File: config.mk
export PLATFORM = sky130hd
export DESIGN_NAME = rtc_irq_ctl
export DESIGN_NICKNAME = d
export VERILOG_FILES = /design/src/rtl/rtc_irq_ctl.sv
export SDC_FILE = /design/constraint.sdc
export NUM_CORES = 1
export LEC_CHECK = 0
export ABC_AREA = 0
export BUFFER_PORTS_ARGS = -buffer_cell sky130_fd_sc_hd__buf_2
export CAP_MARGIN = 0
export CORE_AREA = 2 2 39 41
export CTS_CLUSTER_SIZE = 14
export DETAILED_ROUTE_END_ITERATION = 8
export DIE_AREA = 0 0 41 43
export PLACE_DENSITY_LB_ADDON = 0.15
export SLEW_MARGIN = 5
export SYNTH_ARGS = -nofsm -noshare
export SYNTH_HDL_FRONTEND = slang
export SYNTH_SLANG_ARGS = --single-unit
File: constraint.sdc
create_clock -name clk -period 3.05 [get_ports clk]
set_input_delay 0.61 -clock clk [delete_from_list [all_inputs] [get_ports clk]]
set_output_delay 0.61 -clock clk [all_outputs]
set_load 0.005 [all_outputs]
File: src/rtl/rtc_irq_ctl.sv
module rtc_irq_ctl (
  input  logic       clk,
  input  logic       rst_n,
  input  logic       evt_periodic,
  input  logic       evt_alarm,
  input  logic       evt_update,
  input  logic       sel,
  input  logic       wr_en,
  input  logic       rd_en,
  input  logic [7:0] wdata,
  output logic [7:0] rdata,
  output logic       sqw_en,
  output logic       irq_oe
);
  // en: {PIE, AIE, UIE, SQWE}; flags: {PF, AF, UF}
  logic [3:0] en;
  logic [3:0] misc;
  logic [2:0] flags;
  logic [2:0] evts;
  logic       wr_ctl, rd_stat, irqf;
  logic [7:0] ctl_r, stat_r;

  assign evts    = {evt_periodic, evt_alarm, evt_update};
  assign wr_ctl  = wr_en && !sel;
  assign rd_stat = rd_en && sel;

  always_ff @(posedge clk or negedge rst_n)
    if (!rst_n)      en <= '0;
    else if (wr_ctl) en <= wdata[6:3];

  always_ff @(posedge clk)
    if (rst_n && wr_ctl) misc <= {wdata[7], wdata[2:0]};

  always_ff @(posedge clk or negedge rst_n)
    if (!rst_n)       flags <= '0;
    else if (rd_stat) flags <= evts;
    else              flags <= flags | evts;

  assign irqf   = |(flags & en[3:1]);
  assign ctl_r  = {misc[3], en, misc[2:0]};
  assign stat_r = {irqf, flags, 4'b0000};
  assign rdata  = rst_n ? (sel ? stat_r : ctl_r) : 8'h00;
  assign sqw_en = en[0];
  assign irq_oe = irqf && rst_n;
endmodule

**Yosys cells after proc, flatten, opt, wreduce, memory -nomap -nowiden**

Index checks and enable logic that the tools add are counted.
Widths: inputs -> output; s select.

- Register bits after elaboration: 11
- Input port bits: 16
- Output and inout port bits: 10
- Word-level logic and storage cells: 14

- Mux-type cells: 3
- Bitwise operators: 2
- Reduce and logical (&&, ||, !) cells: 6

Operator list:

| cell | number |
|---|---|
| $mux 8 | 2 |
| $logic_and 1x1->1 | 4 |
| $and 3x3->3 | 1 |
| $mux 3 | 1 |
| $or 3x3->3 | 1 |
| $reduce_or 3->1 | 1 |
| $logic_not 1->1 | 1 |

**Logic depth before layout (Yosys ltp)**

Gate-level depths: netlist of the first run.

- Depth after elaboration: 4
- Depth in mapped cells: 3
- Gate-level depth less buffers: 2

**Worst setup path after synthesis of the first run**

Ideal clock, no wire load.

- Kind: input -> output
- Start: input sel
- End: output rdata[0]
- Arrival time: 1.054 ns
- Required time: 2.440 ns
- Slack: 1.386 ns
- Stages: 3
- Buffers on the path: 1
- Cell sequence: buf_6 > nor2b_1 > and2_1

- Word-level cells in the longest chain between the ends: 2

Ends and longest elaborated chain:

| element | RTL line | source |
|---|---|---|
| from (decl) | 7 | `input logic sel,` |
| $mux 8 (2 in series) | 42 | `assign rdata = rst_n ? (sel ? stat_r : ctl_r) : 8'h00;` |
| to (decl) | 11 | `output logic [7:0] rdata,` |

Every way passes these cells.

**Final worst setup path of the first run**

- Start: input rst_n
- End: output rdata[3]

- Word-level cells in the longest chain between the ends: 1

Ends and longest elaborated chain:

| element | RTL line | source |
|---|---|---|
| from (decl) | 3 | `input logic rst_n,` |
| $mux 8 | 42 |  |

Every way passes these cells.

==> metrics.md, run 1 <==
| Metric | Value |
|---|---|
| DIE AREA | `between 1500 and 2000 um^2` |
| Cells along the critical path | `buf_2 > nor2b_1 > and2_1 > buf_2` |
| Hold Violations, Final | `0` |
| Syn_nets | `53` |
| Largest family of logic cells by synthesized area | `simple AND/OR/NAND/NOR gates` |
| Detailed-route DRC error count | `0` |
| Status | `finished, final reports clean` |
| Cell area after layout | `666 um^2` |
| Final Total Pwr | `roughly 320 uW` |
| Critical path class | `in -> out` |
| Hold Path Class | `in -> async` |
| CTS tree | `built` |
| Register area share after synthesis | `0.586` |
| Cell mode on critical path | `buf_2` |
| Critical Path Slowest Stage Cell | `nor2b_1` |
| Cells after Synth | `37` |
| # diodes | `0` |
| Largest net degree at the start of global routing | `14` |
| Yosys cell types | `13` |
| Share of the synthesized area in the top cell type | `0.347` |
| Resize count post-CTS | `0` |
| Number of synthesized register bits | `11` |
| Clock Skew | `0 ns` |
| Die Ht | `43 um` |
| Compound-gate portion of the synthesized area | `0.0844` |
| Crit path time final | `2.03 ns` |
| Root buf cell | `clkbuf_4` |
| Tcrit/Tclk final | `0.664` |
| WP data arrival | `1.42 ns` |
| Xor/xnor share of the synthesized area | `0` |
| Ranking of synthesized cells by area | `dfrtp_1, edfxtp_1, mux2_2` |
| CORE AREA | `1380 um^2` |
| WHS | `0.184 ns` |
| WP data required | `2.44 ns` |
| RePlAce Congestion | `0.676` |
| Setup TNS | `0 ns` |
| First DRT Iteration DRCs | `3` |
| Final setup viols | `0` |
| Vias in the first global route | `between 300 and 400` |
| Vias per Instance | `~4.6` |
| Fraction of layout cells with a size suffix above 1 | `0.523` |
| Die width | `between 40 and 50 um` |
| Port bufs | `25` |
| Row Count | `14` |
| Final HPWL DP | `696 um` |
| Fillers | `about 130` |
| First-pass GRT wire length | `1.35 mm` |
| Area Overhead vs Synth | `32.0%` |
| P_leak | `0.000324 uW` |
| Placed Instances | `77` |
| Synth Area in Adders | `0` |
| Clk slew on worst S/H paths | `0.07 ns` |
| RSZ-0062 raised after global routing | `no` |
| CP peak stage delay | `0.32 ns` |
| Initial antenna violation count | `0` |
| Vias | `376` |
| Cell Area, Synth | `between 500 and 600 um^2` |
| Highest Clock Rate | `494 MHz` |
| H-tree depth | `1` |
| Yosys warning total | `0` |
| Placed Instance Area | `~640 um^2` |
| Startpoint Class | `input port` |
| Peak VDD IR | `0.260 mV` |
| Clk sinks | `11` |
| CP Capture Type | `output pin` |
| Clk buf depth | `2` |
| Tot GR Track Use | `0.120` |
| # Max-Cap Violations | `0` |
| Slew HR | `0.730` |
| Mux cell area share after synthesis | `0.149` |
| Worst Max-Slew Pin Slew | `0.406 ns` |
| CTS Hold Bufs | `0` |
| Drt total wl | `856 um` |
| Wire per inst | `between 10 and 15 um` |
| Post-CTS setup buffers | `0` |
| Initial core utilization | `0.364` |
| Num CTS Buffers | `3` |
| Final ANT Viol Nets | `0` |
| IO Pins | `26` |
| GRT overflow | `0` |
| Power density cells | `between 400 and 500 nW/um^2` |
| Average size of a mapped cell | `13.6 um^2` |
| DRT Pass-1 Iters | `4` |
| CP max FO | `13` |
| Synth area leader | `dfrtp_1` |
| Fin nets | `82` |
| Post-Layout Cell Count | `81` |
| Synth Area in Simple Gates | `0.159` |
| Worst-skew pair later-pin latency | `roughly 0.26 ns` |
| Number of max-slew violations in the final report | `0` |
worst max-delay path, delay by kind of cell:
family | cells | cell delay, ns
buffers and inverters | 2 | 0.31
and+or+nand+nor | 2 | 0.49
cells in the mapped netlist:
| library cell | instances |
|---|---|
| a21o_1 | 3 |
| o21ai_0 | 1 |
| dfrtp_1 | 7 |
| nor2b_4 | 1 |
| nor2b_1 | 5 |
| buf_6 | 1 |
| a222oi_1 | 1 |
| edfxtp_1 | 4 |
| a21oi_1 | 1 |
| nand2_1 | 1 |
| mux2_2 | 4 |
| mux2i_1 | 3 |
| and2_1 | 5 |
final timing paths:
| kind | to | slack [ns] | from | cells after the start |
|---|---|---|---|---|
| worst max-delay path | rdata[3] | 1.02 | rst_n | 4 |
| max in group asynchronous | flags[1] | 2.68 | rst_n | 1 |
| worst min-delay path | en[0] | 0.18 | rst_n | 1 |
| worst min register to register | flags[1] | 0.52 | flags[1] | 1 |
| worst max register to register | en[2] | 2.28 | en[2] | 1 |
| min in group clk | flags[1] | 0.52 | flags[1] | 1 |
registers in the layout, indices dropped and copies added (netlist names):
name   flops
misc       4
flags      3
en         4
area by class of cell:
type,count,area [um^2],share of cell area
multi-input combinational,25,198,0.297
clock inverter,1,5.00,0.00752
sequential,11,295,0.444
clock buffer,3,22.5,0.0338
timing repair buffer,25,125,0.188
tap,16,20.0,0.0301
per-layer routing:
metal,wire [um],part of all wire,GRT usage,up-vias
li1,-,-,-,186
met4,0,0,0.0800,0
met1,408,0.48,0.164,171
met2,373,0.44,0.150,19
met5,0,0,0,-
met3,74,0.086,0.0471,0
logic make-up after synthesis:
logic type	count (synthesis)
AOI/OAI and AO/OA	6
buffers and inverters	1
DFF	11
muxes	7
and+or+nand+nor	12
through the flow:
step            util  setup slack, ns
3_5_place_dp   0.461             1.02
5_1_grt        0.481            0.909
2_1_floorplan      -             1.39
4_1_cts        0.481             1.02
6_report       0.481             1.02
3_3_place_gp   0.461             1.05
cell usage in the layout, fill, tap and decap left out:
| master | Yosys | layout |
|---|---|---|
| buf_2 | 0 | 25 |
| dfrtp_1 | 7 | 7 |
| nor2b_1 | 5 | 5 |
| and2_1 | 5 | 5 |
| mux2_2 | 4 | 4 |
| edfxtp_1 | 4 | 4 |
| mux2i_1 | 3 | 3 |
| a21o_1 | 3 | 3 |
| clkbuf_4 | 0 | 3 |
| nand2_1 | 1 | 1 |
| a222oi_1 | 1 | 1 |
| o21ai_0 | 1 | 1 |
| a21oi_1 | 1 | 1 |
| nor2b_4 | 1 | 1 |
| clkinv_2 | 0 | 1 |
report_power, final:
part           switching [uW]  internal [uW]
Clock                    46.3           48.5
Sequential               8.52            167
Combinational            21.4           31.1
Power figures use the tool's default switching activity.
==> run 2, diff against run 1 <==
- CORE_AREA: 2 2 39 41 -> not set
- CORE_UTILIZATION: not set -> 37
- DIE_AREA: 0 0 41 43 -> not set
- clock period: 3.05 -> 1.65 ns (I/O delays scaled with it)
==> run 2 against run 1 <==
First-iteration DRC count grew 100%. Hold slack improved by 0.063 ns. Cell count grew 3.7%. Clock power rose by 80%. Setup slack worse by 1.0 ns. Clock skew stayed put. Sequential share of layout area decreased by 2.4 points. Sequential cell count did not move. Largest cell class unchanged. Largest power group unchanged.
==> metrics.md, run 2 (same netlist as run 1, synthesis figures left out) <==
| Metric | Value |
|---|---|
| Status | `finished, final reports clean` |
| Vias in the first global route | `342 (+6.9%)` |
| Hold Violations, Final | `0 (unchanged)` |
| Number of max-slew violations in the final report | `0 (unchanged)` |
| Met2 Wirelength | `444 um (+19%)` |
| DRT Pass-1 Iters | `5 (+1)` |
| Switching Power | `138 uW (+81%)` |
| Cell area after layout | `704 um^2 (+5.8%)` |
| Final Total Pwr | `608 uW (+88%)` |
| Port bufs | `25 (unchanged)` |
| Hold path startpoint | `wdata[2]` |
| WHS | `0.247 ns (+0.0631 ns)` |
| Final setup viols | `0 (unchanged)` |
| CP max FO | `3 (-10)` |
| WP data required | `1.32 ns (-1.12 ns)` |
| Initial core utilization | `0.425 (+0.0607)` |
| Clk buf depth | `2 (unchanged)` |
| CTS tree | `built` |
| Row Count | `12 (-2)` |
| Clock Skew | `0 ns (unchanged)` |
| Hold Path Class | `in -> reg` |
| P_leak | `0.000343 uW (+6.1%)` |
| DIE AREA | `1510 um^2 (-14%)` |
| Sequential share of power | `0.534 (-0.009)` |
| Fillers | `104 (-21%)` |
| Worst Max-Slew Pin Slew | `0.383 ns (-0.0227 ns)` |
| Commonest non-fill, non-tap cell in the layout | `buf_2` |
| Tcrit/Tclk final | `0.999` |
| Worst R2R End | `en[2]` |
| CP Capture Type | `output pin` |
| Initial antenna violation count | `0 (unchanged)` |
| Highest Clock Rate | `607 MHz` |
| Largest net degree at the start of global routing | `9 (-5)` |
| Startpoint Class | `register` |
| Switch share | `0.227 (-0.00978)` |
| Most frequent cells in the layout | `buf_2, dfrtp_1, nor2b_1, and2_1` |
| FF-to-FF setup slack | `0.76 ns (-1.52 ns)` |
| First-pass GRT wire length | `1.39 mm (+3.0%)` |
| Tot GR Track Use | `0.145 (+0.0250)` |
| Reg2Reg Depth | `2 (+1)` |
| Placed Instance Area | `643 um^2 (+0.78%)` |
| Die width | `38.9 um (-5.1%)` |
| H-tree depth | `1 (unchanged)` |
| RSZ-0062 raised after global routing | `yes` |
| Met3 wire len | `54 um (-27%)` |
| Peak VDD IR | `0.501 mV (+93%)` |
| Largest registers | `en x4, misc x4, flags x3` |
| Hold EP | `misc[2]` |
| # diodes | `0 (unchanged)` |
| Register Area | `295 um^2 (unchanged)` |
| Power density cells | `863 nW/um^2 (+78%)` |
| Root buf cell | `clkbuf_4` |
| Hold depth | `1` |
| Wire per inst | `10.6 um (+0.71%)` |
| Fin nets | `87 (+6.1%)` |
| Drt total wl | `894 um (+4.4%)` |
| R2R Path Start | `en[2]` |
| Area Overhead vs Synth | `39.7%` |
| Resize count post-CTS | `0 (unchanged)` |
| RePlAce Congestion | `0.716 (+5.8%)` |
| Clk slew on worst S/H paths | `0.06 ns (about the same)` |
| WP data arrival | `1.32 ns (-0.10 ns)` |
| Vias | `399 (+6.1%)` |
| Area of the multi-input gates | `198 um^2 (unchanged)` |
| Crit path time final | `approximately 1.6 ns` |
| Max Used Layer | `met3` |
| # Max-Cap Violations | `0 (unchanged)` |
| CORE AREA | `1190 um^2 (-14%)` |
| Clock share of power | `0.282 (-0.012)` |
| IO Pins | `26 (unchanged)` |
| Critical path class | `reg -> out` |
| Slew HR | `0.745 (+0.0151)` |
| Fraction of layout cells with a size suffix above 1 | `0.514 (-0.00879)` |
| Num CTS Buffers | `3 (unchanged)` |
| Die Ht | `38.9 um (-9.5%)` |
| First DRT Iteration DRCs | `6 (+3)` |
| Internal Pwr Total | `470 uW (+91%)` |
| Detailed-route DRC error count | `0 (unchanged)` |
| Vias per Instance | `4.75 (+2.3%)` |
| Worst-skew pair later-pin latency | `0.25 ns (about the same)` |
| Final ANT Viol Nets | `0 (unchanged)` |
| Clk sinks | `11 (unchanged)` |
| Combinational share of power | `0.184 (+0.021)` |
| GRT overflow | `0 (unchanged)` |
| Metal-1 WL | `395 um (-3.2%)` |
-- run 2: cell types whose count changed in the layout (fill, tap and decap cells not counted) --
cell / before / now
buf_4: 0 / 3
clkbuf_1: 0 / 1
dlygate4sd3_1: 0 / 2
clkinv_2: 1 / 0
-- run 2: final cells by class --
class                   instances  share of cell area
clock buffers                   4              0.0373
multi-input cells              25               0.281
flip-flops and latches         11               0.419
repair buffers                 30               0.238
well taps                      14              0.0249
-- run 2: worst max path at each step --
stage,start,cells after the start,slack (ns),to
2_1_floorplan,flags[1],2,0.46,rdata[7]
3_3_place_gp,sel,4,0.29,rdata[3]
3_5_place_dp,flags[1],3,0.28,rdata[7]
4_1_cts,en[2],3,0.004,rdata[7]
5_1_grt,flags[1],3,-0.07,rdata[7]
6_report,flags[1],3,0.002,rdata[7]
-- run 2: stage by stage --
stage	instances	TNS [ns]	setup slack (ns)	util
after floorplan	37	0	0.458	-
after global placement	76	0	0.290	0.542
after detailed placement	76	0	0.283	0.542
after CTS	83	0	0.00357	0.588
after global routing	84	-0.116	-0.0653	0.594
final	84	0	0.00223	0.594
-- run 2: layer usage --
layer | vias to the layer above | global-route usage
met5 | - | 0
met3 | 0 | 0.0347
met2 | 18 | 0.225
li1 | 198 | -
met1 | 183 | 0.173
met4 | 0 | 0.103
-- run 2: timing repair --
item	4_1_cts	5_1_grt
setup buffers	1	1
hold buffers	2	0
pin swaps	1	2
endpoints found under the setup margin	1	2
endpoints found under the hold margin	2	0
-- run 2: power groups by stage --
stage / sequential, uW / combinational (uW) / clock [uW]
finish: 324 / 112 / 171
detailed placement: 331 / 100 / 0
floorplan: 325 / 55.4 / 0
global placement: 329 / 99.2 / 0
CTS: 324 / 111 / 181
global route: 327 / 124 / 197
-- run 2: worst max-delay path: stages, from the launching register on --
cell	delay, ns
dfrtp_1	0.39
a222oi_1	0.43
a21oi_1	0.10
buf_2	0.14
